### src/rtl/l1_fill_ctrl.sv
module l1_fill_ctrl #(
  parameter  int AW    = 26,
  parameter  int DW    = 32,
  parameter  int WORDS = 8,
  parameter  int LINES = 128,
  localparam int OW    = $clog2(WORDS),
  localparam int IW    = $clog2(LINES),
  localparam int LW    = AW - OW,
  localparam int TW    = AW - OW - IW,
  localparam int LB    = WORDS * DW
) (
  input  logic          clk,
  input  logic          rst_n,
  input  logic          i_req,
  input  logic [AW-1:0] i_addr,
  input  logic          d_req,
  input  logic          d_we,
  input  logic [AW-1:0] d_addr,
  input  logic [DW-1:0] d_wdata,
  input  logic          d_hit,
  input  logic          clr_req,
  output logic          i_stall,
  output logic          d_stall,
  output logic          done,
  output logic [DW-1:0] resp_word,
  output logic          mem_req,
  output logic          mem_we,
  output logic [LW-1:0] mem_line,
  output logic [OW-1:0] mem_off,
  output logic [DW-1:0] mem_wdata,
  input  logic          mem_ack,
  input  logic [LB-1:0] mem_rdata,
  output logic          ic_we,
  output logic          dc_we,
  output logic          ic_vclr,
  output logic          dc_vclr,
  output logic [IW-1:0] arr_idx,
  output logic [TW-1:0] arr_tag,
  output logic [WORDS-1:0] arr_wmask,
  output logic [LB-1:0] arr_line
);

  typedef enum logic [2:0] {S_IDLE, S_IFILL, S_DFILL, S_DWR, S_CLR, S_FIN} st_t;
  typedef enum logic [1:0] {OP_I, OP_D, OP_W, OP_C} op_t;

  st_t           st;
  op_t           op;
  logic [AW-1:0] addr_q;
  logic          hit_q;
  logic [LB-1:0] line_q;
  logic [IW-1:0] cnt;

  wire [OW-1:0] off    = addr_q[OW-1:0];
  wire          fin    = (st == S_FIN);
  wire          fin_i  = fin && (op == OP_I);
  wire          fin_d  = fin && (op == OP_D || op == OP_W);
  wire          fin_c  = fin && (op == OP_C);
  wire          in_clr = (st == S_CLR);

  always_ff @(posedge clk) begin
    if (!rst_n) begin
      st     <= S_IDLE;
      op     <= OP_I;
      addr_q <= '0;
      hit_q  <= 1'b0;
      line_q <= '0;
      cnt    <= '0;
    end else begin
      case (st)
        S_IDLE: begin
          if (clr_req) begin
            st  <= S_CLR;
            op  <= OP_C;
            cnt <= '0;
          end else if (d_req) begin
            addr_q <= d_addr;
            hit_q  <= d_hit;
            line_q <= {WORDS{d_wdata}};
            op     <= d_we ? OP_W : OP_D;
            st     <= d_we ? S_DWR : S_DFILL;
          end else if (i_req) begin
            addr_q <= i_addr;
            op     <= OP_I;
            st     <= S_IFILL;
          end
        end
        S_IFILL, S_DFILL: if (mem_ack) begin
          line_q <= mem_rdata;
          st     <= S_FIN;
        end
        S_DWR: if (mem_ack) st <= S_FIN;
        S_CLR: begin
          cnt <= cnt + 1'b1;
          if (cnt == IW'(LINES - 1)) st <= S_FIN;
        end
        default: st <= S_IDLE;
      endcase
    end
  end

  assign mem_req   = (st == S_IFILL) || (st == S_DFILL) || (st == S_DWR);
  assign mem_we    = (st == S_DWR);
  assign mem_line  = addr_q[AW-1:OW];
  assign mem_off   = off;
  assign mem_wdata = line_q[DW-1:0];

  assign ic_we     = fin_i;
  assign dc_we     = fin && (op == OP_D || (op == OP_W && hit_q));
  assign ic_vclr   = in_clr;
  assign dc_vclr   = in_clr;
  assign arr_idx   = in_clr ? cnt : addr_q[OW +: IW];
  assign arr_tag   = addr_q[AW-1 -: TW];
  assign arr_wmask = (op == OP_W) ? (WORDS'(1) << off) : '1;
  assign arr_line  = line_q;

  assign done      = fin;
  assign resp_word = line_q[off*DW +: DW];

  assign i_stall = (i_req && !fin_i) || (clr_req && !fin_c) || in_clr;
  assign d_stall = (d_req && !fin_d) || (clr_req && !fin_c) || in_clr;

  AST_DONE_ONE_CYCLE: assert property (@(posedge clk) disable iff (!rst_n)
    done |=> !done);
  AST_MEM_REQ_HOLD: assert property (@(posedge clk) disable iff (!rst_n)
    (mem_req && !mem_ack) |=> (mem_req && $stable(mem_line) && $stable(mem_we)));
  AST_CLR_QUIET: assert property (@(posedge clk) disable iff (!rst_n)
    ic_vclr |-> (!mem_req && !ic_we && !dc_we && dc_vclr));
  AST_IFILL_FULL_MASK: assert property (@(posedge clk) disable iff (!rst_n)
    ic_we |-> (&arr_wmask));
  AST_WR_ONE_WORD: assert property (@(posedge clk) disable iff (!rst_n)
    (dc_we && $past(mem_we)) |-> ($countones(arr_wmask) == 1));
  AST_WR_ONLY_DATA: assert property (@(posedge clk) disable iff (!rst_n)
    ($past(mem_we && mem_ack) && done) |-> !ic_we);

endmodule

### config.mk
export PLATFORM = sky130hd
export DESIGN_NAME = l1_fill_ctrl
export DESIGN_NICKNAME = d
export VERILOG_FILES = /design/src/rtl/l1_fill_ctrl.sv
export SDC_FILE = /design/constraint.sdc
export NUM_CORES = 1
export LEC_CHECK = 0
export CORE_AREA = 3 3 284 286
export CTS_BUF_LIST = sky130_fd_sc_hd__clkbuf_2
export DETAILED_ROUTE_END_ITERATION = 7
export DIE_AREA = 0 0 287 289
export GPL_TIMING_DRIVEN = 0
export PLACE_DENSITY = 0.46
export SYNTH_ARGS = -nofsm -noshare
export SYNTH_HDL_FRONTEND = slang
export SYNTH_SLANG_ARGS = --single-unit
### constraint.sdc
create_clock -name clk -period 1.9 [get_ports clk]
set_input_delay 0.38 -clock clk [delete_from_list [all_inputs] [get_ports clk]]
set_output_delay 0.38 -clock clk [all_outputs]
set_load 0.01 [all_outputs]
==> impl_metrics.ini <==
[drt]
routed_wl_um = 115200
first_iter_violations = 1215
postRouteAntennaNets = 0
vias_per_cell = 4.646
dr.pass1.iters = 5
drc = 0
post_drt_wl_per_cell_um = 27.02
vias = 19812

[placement]
place_area_um2 = 22880
dpl.hpwl_um = 77260
pre_cts_slack_ns = -1.826
io_buffers = 730
place_congestion = 0.8952

[worst_setup_path]
cp-end-kind = output port
crit_top_cell = nand2_1
worstPathMaxFanout = 6
crit_chain = clkbuf_16 > buf_16 > buf_4 > mux4_2 > nand2_1 > nand2_1 > buf_2
cp_slowest_cell = mux4_2
required_ns = 1.52
critical_path_class = register to output port
rrSetupSlack_ns = -0.29
r2r_cells = 11
worstPathArrival_ns = 2.76
startpoint_type = register
critPathMaxStageDelay_ns = 0.55

[global_route]
grt_max_degree = 13
grt_pass1_wl_um = 151600
overflow = 0
antenna_found_initial = 10
grt_pass1_vias = 20868
grt_usage = 0.2559

[run_status]
status = finished with violations
violations = max-capacitance violations, negative setup slack

[floorplanning]
start_util = 0.1814
io-pin-count = 734
core-area_um2 = 78610
dieArea_um2 = 82940
die_w_um = 287
fp-row-count = 103
die_y_um = 289

[timing]
post-route-period-util = 1.653
timing.slew.headroom = 0.0004259
hold_viol = 0
tightestPinTransition_ns = 1.499
holdWs_ns = 0.1599
finClkSkew_ns = 0.06891
rsz0062_at_grt = true
setup_violations = 635
fmax_ghz = 0.3184
slew_viol_final = 0
setup_ws_ns = -1.240
min_period_ns = 3.140

[synthesis]
seq_area_frac_synth = 0.4141
async_flop_share = 0
synth_area_um2 = 14260
synth_edf_count = 0
synth_cell_type_count = 43
yosysWarnings = 0
synthAdderAreaFrac = 0.004387
ys_seq_elements = 295
synth_compound_area_frac = 0.2512
synth_cells = 1646
synth_top_family_by_area = compound AO/OA/AOI/OAI gates
syn_avg_cell_area_um2 = 8.663
synthXorXnorAreaFrac = 0.001141
yosys-mux-area-fraction = 0.1193
syn_nets = 1999
synth_simple_gate_area_share = 0.1260
ys.flop_type = dfxtp_1

[job]
maxCapViolCount = 1

[final_layout]
final_util = 0.4385
final_common_cell = buf_6
final_cell_mix = buf_6, nand2_1, clkdlybuf4s50_1
fin_nets = 3509
syn_to_final_growth_pct = 141.7
drive_above_1_share = 0.5346
fin_area_um2 = 34470

[power_and_ir_drop]
powerDensity_nw_per_um2 = 1041
power_uw = 35870
irDropWorstVdd_mv = 0.4310
p_leak_uw = 0.01435

[clock_network]
worstSkewPairLatency_ns = 1.05
ctsHtreeMaxLevel = 3
clock-sinks = 295
cts_tree = yes
clockBufferDepth = 3
cts-root-buf = clkbuf_2
cts_buffers = 89
clk_pin_slew_ns = 0.09

[min_path]
hp-class = input port to register
worstHoldPathCells = 4
==> state kept, by name (all words and copies together), names as in the netlist <==
signal and flops:
addr_q 26, op 2, arr_line 256, st 3, cnt 7, hit_q 1
==> metrics by stage <==
stage | TNS [ns] | std cells
after floorplan | -0.4968 | 1646
after global placement | -252.93 | 3426
after detailed placement | -264.30 | 3426
after CTS | -213.33 | 4162
after global routing | -215.05 | 4259
final | -140.55 | 4264
==> final cells by class <==
type	instances	area [µm²]
clock inverter	17	130.1
fill	7539	44140
multi-input combinational	1160	8531
sequential	295	6411
inverter	5	27.53
buffer	166	1912
clock buffer	122	610.6
tap	1050	1314
antenna	10	25.02
timing repair buffer	1439	15510
==> cell families (layout without fill, tap and decap cells) <==
kind of cell / count (synthesis) / count (layout)
flops: 295 / 295
fa+ha+maj: 5 / 5
mux: 90 / 90
other cells: 0 / 10
compound gates: 608 / 608
simple gates: 456 / 456
buf+inv: 191 / 1749
xor+xnor: 1 / 1
==> worst paths after layout <==
path / end / start
hold / removal: addr_q[12] / d_addr[12]
hold reg to reg: op[0] / op[0]
setup / recovery: resp_word[4] / addr_q[0]
setup reg to reg: arr_line[134] / st[1]
==> layer usage <==
layer	global-route usage	wire length (µm)	part of all wire	up-vias
met5	0	23	0.00020	-
met4	0.1091	4876	0.042	4
met1	0.3083	45690	0.40	9701
met2	0.4438	56410	0.49	1050
li1	-	-	-	8826
met3	0.05043	8196	0.071	231
==> critical path, delay by kind of cell (launching register included) <==
kind | cells | cell delay (ns)
muxes | 1 | 0.55
buffers and inverters | 4 | 0.62
and+or+nand+nor | 2 | 0.15
DFF | 1 | 0.41
==> power breakdown <==
group | switching (µW) | internal (µW)
Clock | 3180 | 1970
Combinational | 10200 | 11300
Sequential | 1400 | 7870
==> Yosys cell counts (all sizes together) (2+ instances only) <==
cell type	number	area (µm²)
a21oi	292	1799
o21a	2	15.01
a31oi	3	18.77
nand3	3	15.01
ha	5	62.56
o21ai	272	1361
and2	2	12.51
buf	129	960.9
o211a	26	260.3
inv	4	15.01
a21boi	6	45.05
nor3	4	31.28
o31ai	2	15.01
nor2b	6	37.54
dfxtp	295	5906
nand2	419	1573
or3	2	12.51
and3	4	25.02
mux2i	26	260.3
nor2	8	30.03
mux4	64	1441
nand2b	3	18.77
clkbuf	57	215.2
==> what timing repair did <==
action,4_1_cts,5_1_grt
endpoints found under the hold margin,295,0
gates resized for setup,2689,590
pin swaps,44,48
hold buffers,324,0
gates cloned,15,24
endpoints found under the setup margin,660,672
setup buffers,269,117
Note: power is estimated with default switching activity, not from simulation.
